`src/rtl/uartl_pkg.sv`:
```
package uartl_pkg;

    localparam int unsigned OVS   = 16;
    localparam int unsigned OVS_W = $clog2(OVS);

    // oversample indices (0-based) of the three votes: 7th, 8th, 9th samples
    localparam int unsigned SMP_A = 6;
    localparam int unsigned SMP_B = 7;
    localparam int unsigned SMP_C = 8;

    typedef enum logic [2:0] {
        FR_IDLE,
        FR_START,
        FR_DATA,
        FR_NINTH,
        FR_STOP
    } frame_e;

    typedef enum logic [1:0] {
        RT_PINS,
        RT_INTERNAL,
        RT_SHARED
    } route_e;

    function automatic logic vote3(input logic a, input logic b, input logic c);
        return (a & b) | (a & c) | (b & c);
    endfunction

endpackage

```
`src/rtl/uartl_baud.sv`:
```
module uartl_baud #(
    parameter int unsigned DIV_W = 13
) (
    input  logic             clk,
    input  logic             rst_n,
    input  logic [DIV_W-1:0] div,
    output logic             tick
);

    typedef struct packed {
        logic [DIV_W-1:0] cnt;
        logic             tick;
    } baud_s;

    baud_s q, d;

    always_comb begin
        d = q;
        if (div == '0) begin
            d.cnt  = '0;
            d.tick = 1'b0;
        end else if (q.cnt >= div - 1'b1) begin
            d.cnt  = '0;
            d.tick = 1'b1;
        end else begin
            d.cnt  = q.cnt + 1'b1;
            d.tick = 1'b0;
        end
    end

    always_ff @(posedge clk or negedge rst_n) begin
        if (!rst_n) q <= '0;
        else        q <= d;
    end

    assign tick = q.tick;

endmodule

```
`src/rtl/uartl_tx.sv`:
```
module uartl_tx
    import uartl_pkg::*;
#(
    parameter int unsigned DW = 8
) (
    input  logic        clk,
    input  logic        rst_n,
    input  logic        en,
    input  logic        tick,
    input  logic        nine,
    input  logic [DW:0] wr_word,
    input  logic        wr_valid,
    output logic        wr_ready,
    output logic        line,
    output logic        busy
);

    localparam int unsigned IW = (DW > 1) ? $clog2(DW) : 1;

    typedef struct packed {
        frame_e           st;
        logic [OVS_W-1:0] sub;
        logic [IW-1:0]    idx;
        logic [DW:0]      sh;
        logic             line;
    } tx_s;

    tx_s q, d;

    always_comb begin
        d = q;
        if (!en) begin
            d.st   = FR_IDLE;
            d.sub  = '0;
            d.line = 1'b1;
        end else if (q.st == FR_IDLE) begin
            d.line = 1'b1;
            if (wr_valid) begin
                d.sh   = wr_word;
                d.st   = FR_START;
                d.sub  = '0;
                d.idx  = '0;
                d.line = 1'b0;
            end
        end else if (tick) begin
            if (q.sub != OVS_W'(OVS - 1)) begin
                d.sub = q.sub + 1'b1;
            end else begin
                d.sub = '0;
                case (q.st)
                    FR_START: begin
                        d.st   = FR_DATA;
                        d.line = q.sh[0];
                    end
                    FR_DATA: begin
                        if (q.idx == IW'(DW - 1)) begin
                            if (nine) begin
                                d.st   = FR_NINTH;
                                d.line = q.sh[1];
                            end else begin
                                d.st   = FR_STOP;
                                d.line = 1'b1;
                            end
                        end else begin
                            d.idx  = q.idx + 1'b1;
                            d.sh   = q.sh >> 1;
                            d.line = q.sh[1];
                        end
                    end
                    FR_NINTH: begin
                        d.st   = FR_STOP;
                        d.line = 1'b1;
                    end
                    default: begin
                        d.st   = FR_IDLE;
                        d.line = 1'b1;
                    end
                endcase
            end
        end
    end

    always_ff @(posedge clk or negedge rst_n) begin
        if (!rst_n) q <= '{st: FR_IDLE, line: 1'b1, default: '0};
        else        q <= d;
    end

    assign wr_ready = en && (q.st == FR_IDLE);
    assign line     = q.line;
    assign busy     = (q.st != FR_IDLE);

endmodule

```
`src/rtl/uartl_rx.sv`:
```
module uartl_rx
    import uartl_pkg::*;
#(
    parameter int unsigned DW = 8
) (
    input  logic        clk,
    input  logic        rst_n,
    input  logic        en,
    input  logic        tick,
    input  logic        nine,
    input  logic        din,
    output logic [DW:0] word,
    output logic        valid,
    output logic        ferr
);

    localparam int unsigned IW = (DW > 1) ? $clog2(DW) : 1;

    typedef struct packed {
        frame_e           st;
        logic [OVS_W-1:0] sub;
        logic [IW-1:0]    idx;
        logic             prev;
        logic             sa;
        logic             sb;
        logic [DW-1:0]    sh;
        logic             b9;
        logic [DW:0]      word;
        logic             valid;
        logic             ferr;
    } rx_s;

    rx_s  q, d;
    logic maj;

    always_comb begin
        d       = q;
        d.valid = 1'b0;
        d.prev  = din;
        maj     = vote3(q.sa, q.sb, din);
        if (!en) begin
            d.st  = FR_IDLE;
            d.sub = '0;
        end else if (q.st == FR_IDLE) begin
            if (q.prev && !din) begin
                d.st  = FR_START;
                d.sub = '0;
                d.idx = '0;
            end
        end else if (tick) begin
            if (q.sub == OVS_W'(SMP_A)) d.sa = din;
            if (q.sub == OVS_W'(SMP_B)) d.sb = din;
            if (q.sub == OVS_W'(SMP_C)) begin
                case (q.st)
                    FR_START: if (maj) d.st = FR_IDLE;
                    FR_DATA:  d.sh = {maj, q.sh[DW-1:1]};
                    FR_NINTH: d.b9 = maj;
                    FR_STOP: begin
                        d.word  = {nine & q.b9, q.sh};
                        d.ferr  = !maj;
                        d.valid = 1'b1;
                        d.st    = FR_IDLE;
                    end
                    default: d.st = FR_IDLE;
                endcase
            end
            if (q.sub == OVS_W'(OVS - 1)) begin
                d.sub = '0;
                case (q.st)
                    FR_START: d.st = FR_DATA;
                    FR_DATA: begin
                        if (q.idx == IW'(DW - 1)) d.st = nine ? FR_NINTH : FR_STOP;
                        else                      d.idx = q.idx + 1'b1;
                    end
                    FR_NINTH: d.st = FR_STOP;
                    default:  d.st = FR_IDLE;
                endcase
            end else begin
                d.sub = q.sub + 1'b1;
            end
        end
    end

    always_ff @(posedge clk or negedge rst_n) begin
        if (!rst_n) q <= '{st: FR_IDLE, prev: 1'b1, default: '0};
        else        q <= d;
    end

    assign word  = q.word;
    assign valid = q.valid;
    assign ferr  = q.ferr;

endmodule

```
`src/rtl/uartl_top.sv`:
```
module uartl_top
    import uartl_pkg::*;
#(
    parameter int unsigned DIV_W = 13,
    parameter int unsigned DW    = 8,
    parameter int unsigned SYNC  = 2
) (
    input  logic             clk,
    input  logic             rst_n,
    input  logic [DIV_W-1:0] cfg_div,
    input  logic             cfg_loop,
    input  logic             cfg_src,
    input  logic             cfg_nine,
    input  logic [DW:0]      tx_data,
    input  logic             tx_valid,
    output logic             tx_ready,
    output logic [DW:0]      rx_data,
    output logic             rx_valid,
    output logic             rx_ferr,
    input  logic             rxd_i,
    input  logic             txd_pad_i,
    output logic             txd_o,
    output logic             txd_oe
);

    typedef struct packed {
        logic [SYNC-1:0] sy;
    } top_s;

    top_s   q, d;
    route_e route;
    logic   en;
    logic   tick;
    logic   tx_line;
    logic   tx_busy;
    logic   rx_src;

    assign en = (cfg_div != '0);

    always_comb begin
        if (!cfg_loop)    route = RT_PINS;
        else if (cfg_src) route = RT_SHARED;
        else              route = RT_INTERNAL;
    end

    always_comb begin
        case (route)
            RT_INTERNAL: rx_src = tx_line;
            RT_SHARED:   rx_src = txd_pad_i;
            default:     rx_src = rxd_i;
        endcase
    end

    always_comb begin
        d    = q;
        d.sy = {q.sy[SYNC-2:0], rx_src};
    end

    always_ff @(posedge clk or negedge rst_n) begin
        if (!rst_n) q <= '1;
        else        q <= d;
    end

    uartl_baud #(.DIV_W(DIV_W)) u_baud (
        .clk   (clk),
        .rst_n (rst_n),
        .div   (cfg_div),
        .tick  (tick)
    );

    uartl_tx #(.DW(DW)) u_tx (
        .clk      (clk),
        .rst_n    (rst_n),
        .en       (en),
        .tick     (tick),
        .nine     (cfg_nine),
        .wr_word  (tx_data),
        .wr_valid (tx_valid),
        .wr_ready (tx_ready),
        .line     (tx_line),
        .busy     (tx_busy)
    );

    uartl_rx #(.DW(DW)) u_rx (
        .clk   (clk),
        .rst_n (rst_n),
        .en    (en),
        .tick  (tick),
        .nine  (cfg_nine),
        .din   (q.sy[SYNC-1]),
        .word  (rx_data),
        .valid (rx_valid),
        .ferr  (rx_ferr)
    );

    assign txd_o  = en ? tx_line : 1'b1;
    assign txd_oe = (route == RT_SHARED) ? tx_busy : 1'b1;

endmodule

```
`config.mk`:
```
export PLATFORM = sky130hd
export DESIGN_NAME = uartl_top
export DESIGN_NICKNAME = d
export VERILOG_FILES = /design/src/rtl/uartl_pkg.sv /design/src/rtl/uartl_baud.sv /design/src/rtl/uartl_tx.sv /design/src/rtl/uartl_rx.sv /design/src/rtl/uartl_top.sv
export SDC_FILE = /design/constraint.sdc
export NUM_CORES = 1
export LEC_CHECK = 0
export ABC_CLOCK_PERIOD_IN_PS = 3400
export BUFFER_PORTS_ARGS = -buffer_cell sky130_fd_sc_hd__buf_2
export CAP_MARGIN = 25
export CORE_ASPECT_RATIO = 2
export CORE_MARGIN = 8
export CORE_UTILIZATION = 45
export DETAILED_ROUTE_END_ITERATION = 8
export PLACE_DENSITY = 0.66
export SLEW_MARGIN = 20
export SYNTH_ARGS = -nofsm -noshare
export SYNTH_HDL_FRONTEND = slang
export SYNTH_SLANG_ARGS = --single-unit
```
`constraint.sdc`:
```
create_clock -name clk -period 3.4 [get_ports clk]
set_input_delay 0.51 -clock clk [delete_from_list [all_inputs] [get_ports clk]]
set_output_delay 0.51 -clock clk [all_outputs]
set_load 0.05 [all_outputs]
```
==> impl_metrics.csv, run 1 <==
group,metric,value,unit
critical_path,end_kind,"flip-flop",
outcome,status,"finished, final reports clean",
layout,post-route-util,51.8,%
critical_path,worst-setup-path-type,"in2reg",
timing,fin_crit,2.88,ns
drt,num_vias,2957,
place,placed_area,0.00425,mm^2
timing,max_freq,348,MHz
place,port_buffers,43,
timing,finalClockSkew,0.00831,ns
pwr,max-vdd-ir-drop,0.415,mV
floorplanning,start_util,45.5,%
global_routing,track_usage,14.1,%
synthesis,ys_seq_elements,69,
synthesis,yosysUniqueCellTypes,62,
global_routing,grt_max_degree,28,
drt,routed_wl,8070,um
global_routing,overflow,0,
critical_path,cp.arrival,3.13,ns
synthesis,synth.net_count,439,
floorplanning,die_y,150,um
clocking,cts_num_sinks,69,
critical_path,critPathMaxStageDelay,0.60,ns
global_routing,grt_pass1_vias,2959,
floorplanning,ios,44,
place,place.gp.congestion,0.824,
clocking,cts-resized-gates,0,
synthesis,synthArstFlopShare,100,%
timing,final-max-slew-violation-count,0,
timing,fin_setup_tns,0,ns
synthesis,ys.flop_type,"dfrtp_1",
critical_path,critical_path_buf_inv_count,1,
layout,multi_input_area,0.00206,mm^2
layout,final_common_cell,"dfrtp_1",
clocking,cts_buffer_depth,2,
drt,via_per_inst,5.59,
timing,slew_headroom,55.0,%
layout,final_net_count,476,
pwr,powerDensity,615,mW/mm^2
layout,num-fill-cells,812,
synthesis,yosysWarnings,0,
critical_path,critPathLaunch,"cfg_div[3]",
timing,finalSetupViolations,0,
global_routing,antenna_found_initial,0,
pwr,power,2.81,mW
min_path,hp-class,"in2async",
critical_path,cp.required,3.65,ns
clocking,post_cts_buffers,0,
clocking,root_buffer,"clkbuf_16",
layout,drive_gt1_share,24.1,%
clocking,clk_pin_slew,0.06,ns
layout,design_area,0.00457,mm^2
drt,antenna_left,0,
synthesis,synth_enable_flop_cells,0,
floorplanning,die_width,82.8,um
critical_path,crit_chain,"buf_2 > nor4_4 > nand2_1 > or4_1 > xor2_1 > ha_1 > a21o_1 > a21o_1 > a2111o_1 > nor3_1",
pwr,cellLeakagePower,2.13,nW
clocking,clock_latency,0.34,ns
clocking,htree_levels,3,
critical_path,cp_slowest_cell,"a2111o_1",
timing,min_period_over_period,84.6,%
drt,drc_errors,0,
drt,drt_iter0_drc,171,
flow_run,drv_cap,0,
layout,n_antenna_cell,0,
place,dp_slack,0.139,ns
timing,hold_viol,0,
drt,drt_pass1_iterations,4,
critical_path,critical_path.most_common_cell,"a21o_1",
layout,final_cell_mix,"dfrtp_1 (65), buf_2 (43), ha_1 (24)",
floorplanning,core-area,0.00883,mm^2
synthesis,ys_seq_area_share,43.1,%
floorplanning,std_cell_rows,49,
timing,rsz0062_at_grt,"false",
clocking,cts_tree,"built",
floorplanning,die_area,0.0124,mm^2
synthesis,netlist_area,0.00401,mm^2
clocking,cts_made_buffers,9,
place,dp_hpwl,5870,um
critical_path,path_delay_family,"simple AND/OR/NAND/NOR gates",
critical_path,start_kind,"input port",
timing,worst_slew_pin_slew,0.673,ns
layout,area_growth,13.9,%
synthesis,syn_avg_cell_area,10.4,um^2
drt,wl_per_cell,15.3,um
critical_path,worstPathMaxFanout,13,
critical_path,r2r-start,"u_baud.q[11]$_DFF_PN0_",
layout,seqCellArea,0.00173,mm^2
synthesis,synthCells,385,
timing,worst_slack,0.524,ns
clocking,cts.hold.buffers_added,0,
global_routing,grt_pass1_wl,13700,um
## per-stage QoR
step / hold WS [ns] / cells
final: 0.0801 / 529
after global routing: 0.0985 / 529
after CTS: 0.0889 / 529
after detailed placement: 0.347 / 513
after global placement: 0.346 / 513
after floorplan: 0.214 / 385
## synth_stat cells (2+ instances only)
| library cell | number | area, um^2 |
|---|---|---|
| inv_1 | 15 | 56.3 |
| mux2i_1 | 4 | 40.0 |
| xor2_1 | 7 | 61.3 |
| or4_1 | 2 | 15.0 |
| or3_1 | 7 | 43.8 |
| nand2_1 | 20 | 75.1 |
| nand3_1 | 15 | 75.1 |
| buf_2 | 3 | 15.0 |
| a211oi_1 | 2 | 15.0 |
| o211ai_1 | 3 | 22.5 |
| buf_4 | 10 | 75.1 |
| and3_1 | 10 | 62.6 |
| clkbuf_1 | 7 | 26.3 |
| mux2_2 | 20 | 225 |
| buf_6 | 4 | 45.0 |
| dfstp_2 | 4 | 105 |
| ha_1 | 24 | 300 |
| nor4_1 | 7 | 43.8 |
| o21ai_0 | 12 | 60.1 |
| a32oi_1 | 2 | 17.5 |
| nor2b_1 | 7 | 43.8 |
| a21o_1 | 6 | 45.0 |
| nor3_1 | 23 | 115 |
| nand4_1 | 7 | 43.8 |
| dfrtp_1 | 65 | 1630 |
| xnor2_1 | 15 | 131 |
| nor2_1 | 20 | 75.1 |
| or2_2 | 2 | 12.5 |
| nor4_4 | 2 | 42.5 |
| a21oi_1 | 14 | 70.1 |
| a221o_1 | 9 | 90.1 |
| and4_1 | 2 | 17.5 |
| nor4b_1 | 3 | 26.3 |
| a22o_1 | 2 | 17.5 |
| nand3b_1 | 2 | 15.0 |
| and2_1 | 2 | 12.5 |
## cell type report
cell class | instances | area share (%)
clock buffer | 9 | 4.93
multi-input combinational | 276 | 45.0
inverter | 15 | 1.23
clock inverter | 7 | 2.11
tap | 102 | 2.79
timing repair buffer | 51 | 6.02
sequential | 69 | 37.9
## where the power goes
part / internal [mW] / switching, mW
clock: 0.645 / 0.363
sequential: 0.976 / 0.177
combinational: 0.293 / 0.359
total: 1.91 / 0.900
## sequential cells by signal, indices dropped and copies added, names as in the netlist
register	count
u_rx.word	9
q	2
u_tx.q	19
u_baud.q	13
u_rx.q	22
u_baud.tick	1
u_rx.ferr	1
u_rx.valid	1
u_tx.line	1
## worst paths after layout
check,to,slack (ns),cells past startpoint
worst max-delay path,u_baud.q[10]$_DFF_PN0_,0.52,10
worst min-delay path,u_baud.q[11]$_DFF_PN0_,0.08,1
worst min register to register,q[1]$_DFF_PN1_,0.35,0
worst max register to register,u_baud.q[10]$_DFF_PN0_,1.38,5
min in group clk,q[0]$_DFF_PN1_,0.34,2
max in group asynchronous,q[1]$_DFF_PN1_,2.59,2
## cell families after synthesis
logic type | Yosys count | share of synthesized area (%)
mux | 24 | 6.61
xor+xnor | 22 | 4.80
simple gates | 140 | 20.0
flops | 69 | 43.1
fa+ha+maj | 25 | 7.73
buf+inv | 40 | 5.55
compound gates | 65 | 12.2
## routing by layer
layer	vias to the layer above	global-route usage, %	share of wire [%]
li1	1478	-	-
met1	1400	18.5	49
met2	62	20.6	45
met3	17	3.85	3.7
met4	0	6.61	2.6
met5	-	0	0
Power figures use the tool's default switching activity.
==> run 2, diff against run 1 <==
--- a/config.mk
+++ b/config.mk
@@ -5,7 +5,7 @@
 export SDC_FILE = /design/constraint.sdc
 export NUM_CORES = 1
 export LEC_CHECK = 0
-export ABC_CLOCK_PERIOD_IN_PS = 3400
+export ABC_CLOCK_PERIOD_IN_PS = 3000
 export BUFFER_PORTS_ARGS = -buffer_cell sky130_fd_sc_hd__buf_2
 export CAP_MARGIN = 25
 export CORE_ASPECT_RATIO = 2
==> constraint.sdc (replaced) <==
create_clock -name clk -period 3 [get_ports clk]
set_input_delay 0.45 -clock clk [delete_from_list [all_inputs] [get_ports clk]]
set_output_delay 0.45 -clock clk [all_outputs]
set_load 0.05 [all_outputs]
==> impl_metrics.csv, run 2 (synthesis results as in run 1) <==
group,metric,value,unit
floorplanning,ios,44,
timing,hold_viol,0,
critical_path,path_delay_family,"simple AND/OR/NAND/NOR gates",
floorplanning,die_y,150,um
drt,antenna_left,0,
floorplanning,core-area,0.00883,mm^2
clocking,cts.hold.buffers_added,0,
floorplanning,die_area,0.0124,mm^2
layout,final_common_cell,"dfrtp_1",
critical_path,cp_slowest_cell,"or4_1",
global_routing,grt_pass1_wl,13900,um
critical_path,cp.required,3.24,ns
clocking,clk_pin_slew,0.06,ns
critical_path,cp.arrival,2.85,ns
layout,post-route-util,52.1,%
timing,fin_setup_tns,0,ns
clocking,post_cts_buffers,0,
layout,reg_top3,"u_rx.q: 22 flops, u_tx.q: 19 flops, u_baud.q: 13 flops",
place,dp_hpwl,5880,um
place,port_buffers,43,
timing,min_period_over_period,86.8,%
drt,drt_pass1_iterations,4,
drt,routed_wl,8030,um
clocking,root_buffer,"clkbuf_16",
critical_path,critical_path_buf_inv_count,2,
floorplanning,die_width,82.8,um
critical_path,worst-setup-path-type,"in2reg",
pwr,powerDensity,679,mW/mm^2
clocking,htree_levels,3,
global_routing,grt_max_degree,70,
timing,worst_slew_pin_slew,0.853,ns
critical_path,start_kind,"input port",
drt,met2WireLength,3740,um
clocking,cts_tree,"built",
flow_run,drv_cap,0,
layout,largest_reg_flops,22,
drt,wl_per_cell,15.1,um
clocking,cts_made_buffers,9,
layout,num-fill-cells,823,
clocking,cts_num_sinks,69,
drt,top_layer,"met4",
layout,area_growth,14.5,%
layout,drive_gt1_share,24.7,%
min_path,hp-class,"in2async",
clocking,clock_latency,0.33,ns
global_routing,overflow,0,
floorplanning,std_cell_rows,49,
pwr,max-vdd-ir-drop,0.395,mV
timing,worst_slack,0.395,ns
layout,final_net_count,479,
pwr,power,3.12,mW
outcome,status,"finished, final reports clean",
place,dp_slack,0.0245,ns
critical_path,crit_chain,"buf_2 > nor4_4 > nand2_1 > or4_1 > xor2_1 > ha_1 > a21o_1 > a21o_1 > a2111o_1 > buf_4 > nor3_1",
drt,num_vias,2974,
clocking,cts-resized-gates,0,
drt,via_per_inst,5.59,
global_routing,track_usage,14.1,%
layout,top_register,"u_rx.q",
timing,max_freq,384,MHz
drt,drc_errors,0,
layout,n_antenna_cell,0,
global_routing,antenna_found_initial,0,
timing,finalSetupViolations,0,
drt,routedLengthMet1,3860,um
timing,finalClockSkew,0.00574,ns
drt,drt_iter0_drc,149,
critical_path,critical_path.most_common_cell,"a21o_1",
pwr,cellLeakagePower,2.13,nW
global_routing,grt_pass1_vias,3008,
layout,final_cell_mix,"dfrtp_1 (65), buf_2 (43), ha_1 (24)",
timing,final-max-slew-violation-count,0,
timing,slew_headroom,42.8,%
clocking,cts_buffer_depth,2,
place,place.gp.congestion,0.805,
critical_path,worstPathMaxFanout,13,
timing,rsz0062_at_grt,"false",
critical_path,critPathMaxStageDelay,0.42,ns
timing,fin_crit,2.60,ns
drt,met3_length,361,um
critical_path,end_kind,"flip-flop",
floorplanning,start_util,45.5,%
[run 2: worst paths after layout]
path	startpoint	to	slack (ns)	cells past startpoint
setup / recovery	cfg_div[3]	u_baud.q[9]$_DFF_PN0_	0.40	11
hold reg to reg	q[0]$_DFF_PN1_	q[1]$_DFF_PN1_	0.37	0
setup reg to reg	u_tx.q[19]$_DFFE_PN0P_	u_tx.q[3]$_DFFE_PN0P_	0.82	5
hold / removal	rst_n	u_baud.q[9]$_DFF_PN0_	0.13	2
max in group asynchronous	rst_n	q[0]$_DFF_PN1_	2.54	2
min in group clk	cfg_loop	q[0]$_DFF_PN1_	0.29	2
[run 2: final cells by class]
| class | count | area [um^2] | area share (%) |
|---|---|---|---|
| clock buffers | 10 | 239 | 5.20 |
| clock inverters | 6 | 71.3 | 1.55 |
| inverters | 15 | 56.3 | 1.23 |
| multi-input cells | 276 | 2060 | 44.8 |
| flip-flops and latches | 69 | 1730 | 37.7 |
| well taps | 102 | 128 | 2.78 |
| repair buffers | 54 | 310 | 6.75 |
[run 2: report_power, final]
part           switching, mW  leakage, nW  total [mW]  internal, mW
Clock                  0.405        0.145        1.08         0.671
Combinational          0.406         1.09       0.744         0.338
Sequential             0.195        0.894        1.30          1.11
Total                   1.01         2.13        3.12          2.11
[run 2: stage by stage]
step | instances | hold slack (ns) | area (um^2)
4_1_cts | 532 | 0.141 | 4600
3_5_place_dp | 516 | 0.355 | 4290
3_3_place_gp | 516 | 0.357 | 4290
6_report | 532 | 0.129 | 4600
2_1_floorplan | 385 | 0.154 | 4010
5_1_grt | 532 | 0.161 | 4600
[run 2: metal layers]
layer / GRT usage (%) / up-vias
li1: - / 1496
met1: 18.3 / 1414
met2: 21.4 / 58
met5: 0 / -
met4: 4.70 / 0
met3: 4.51 / 6
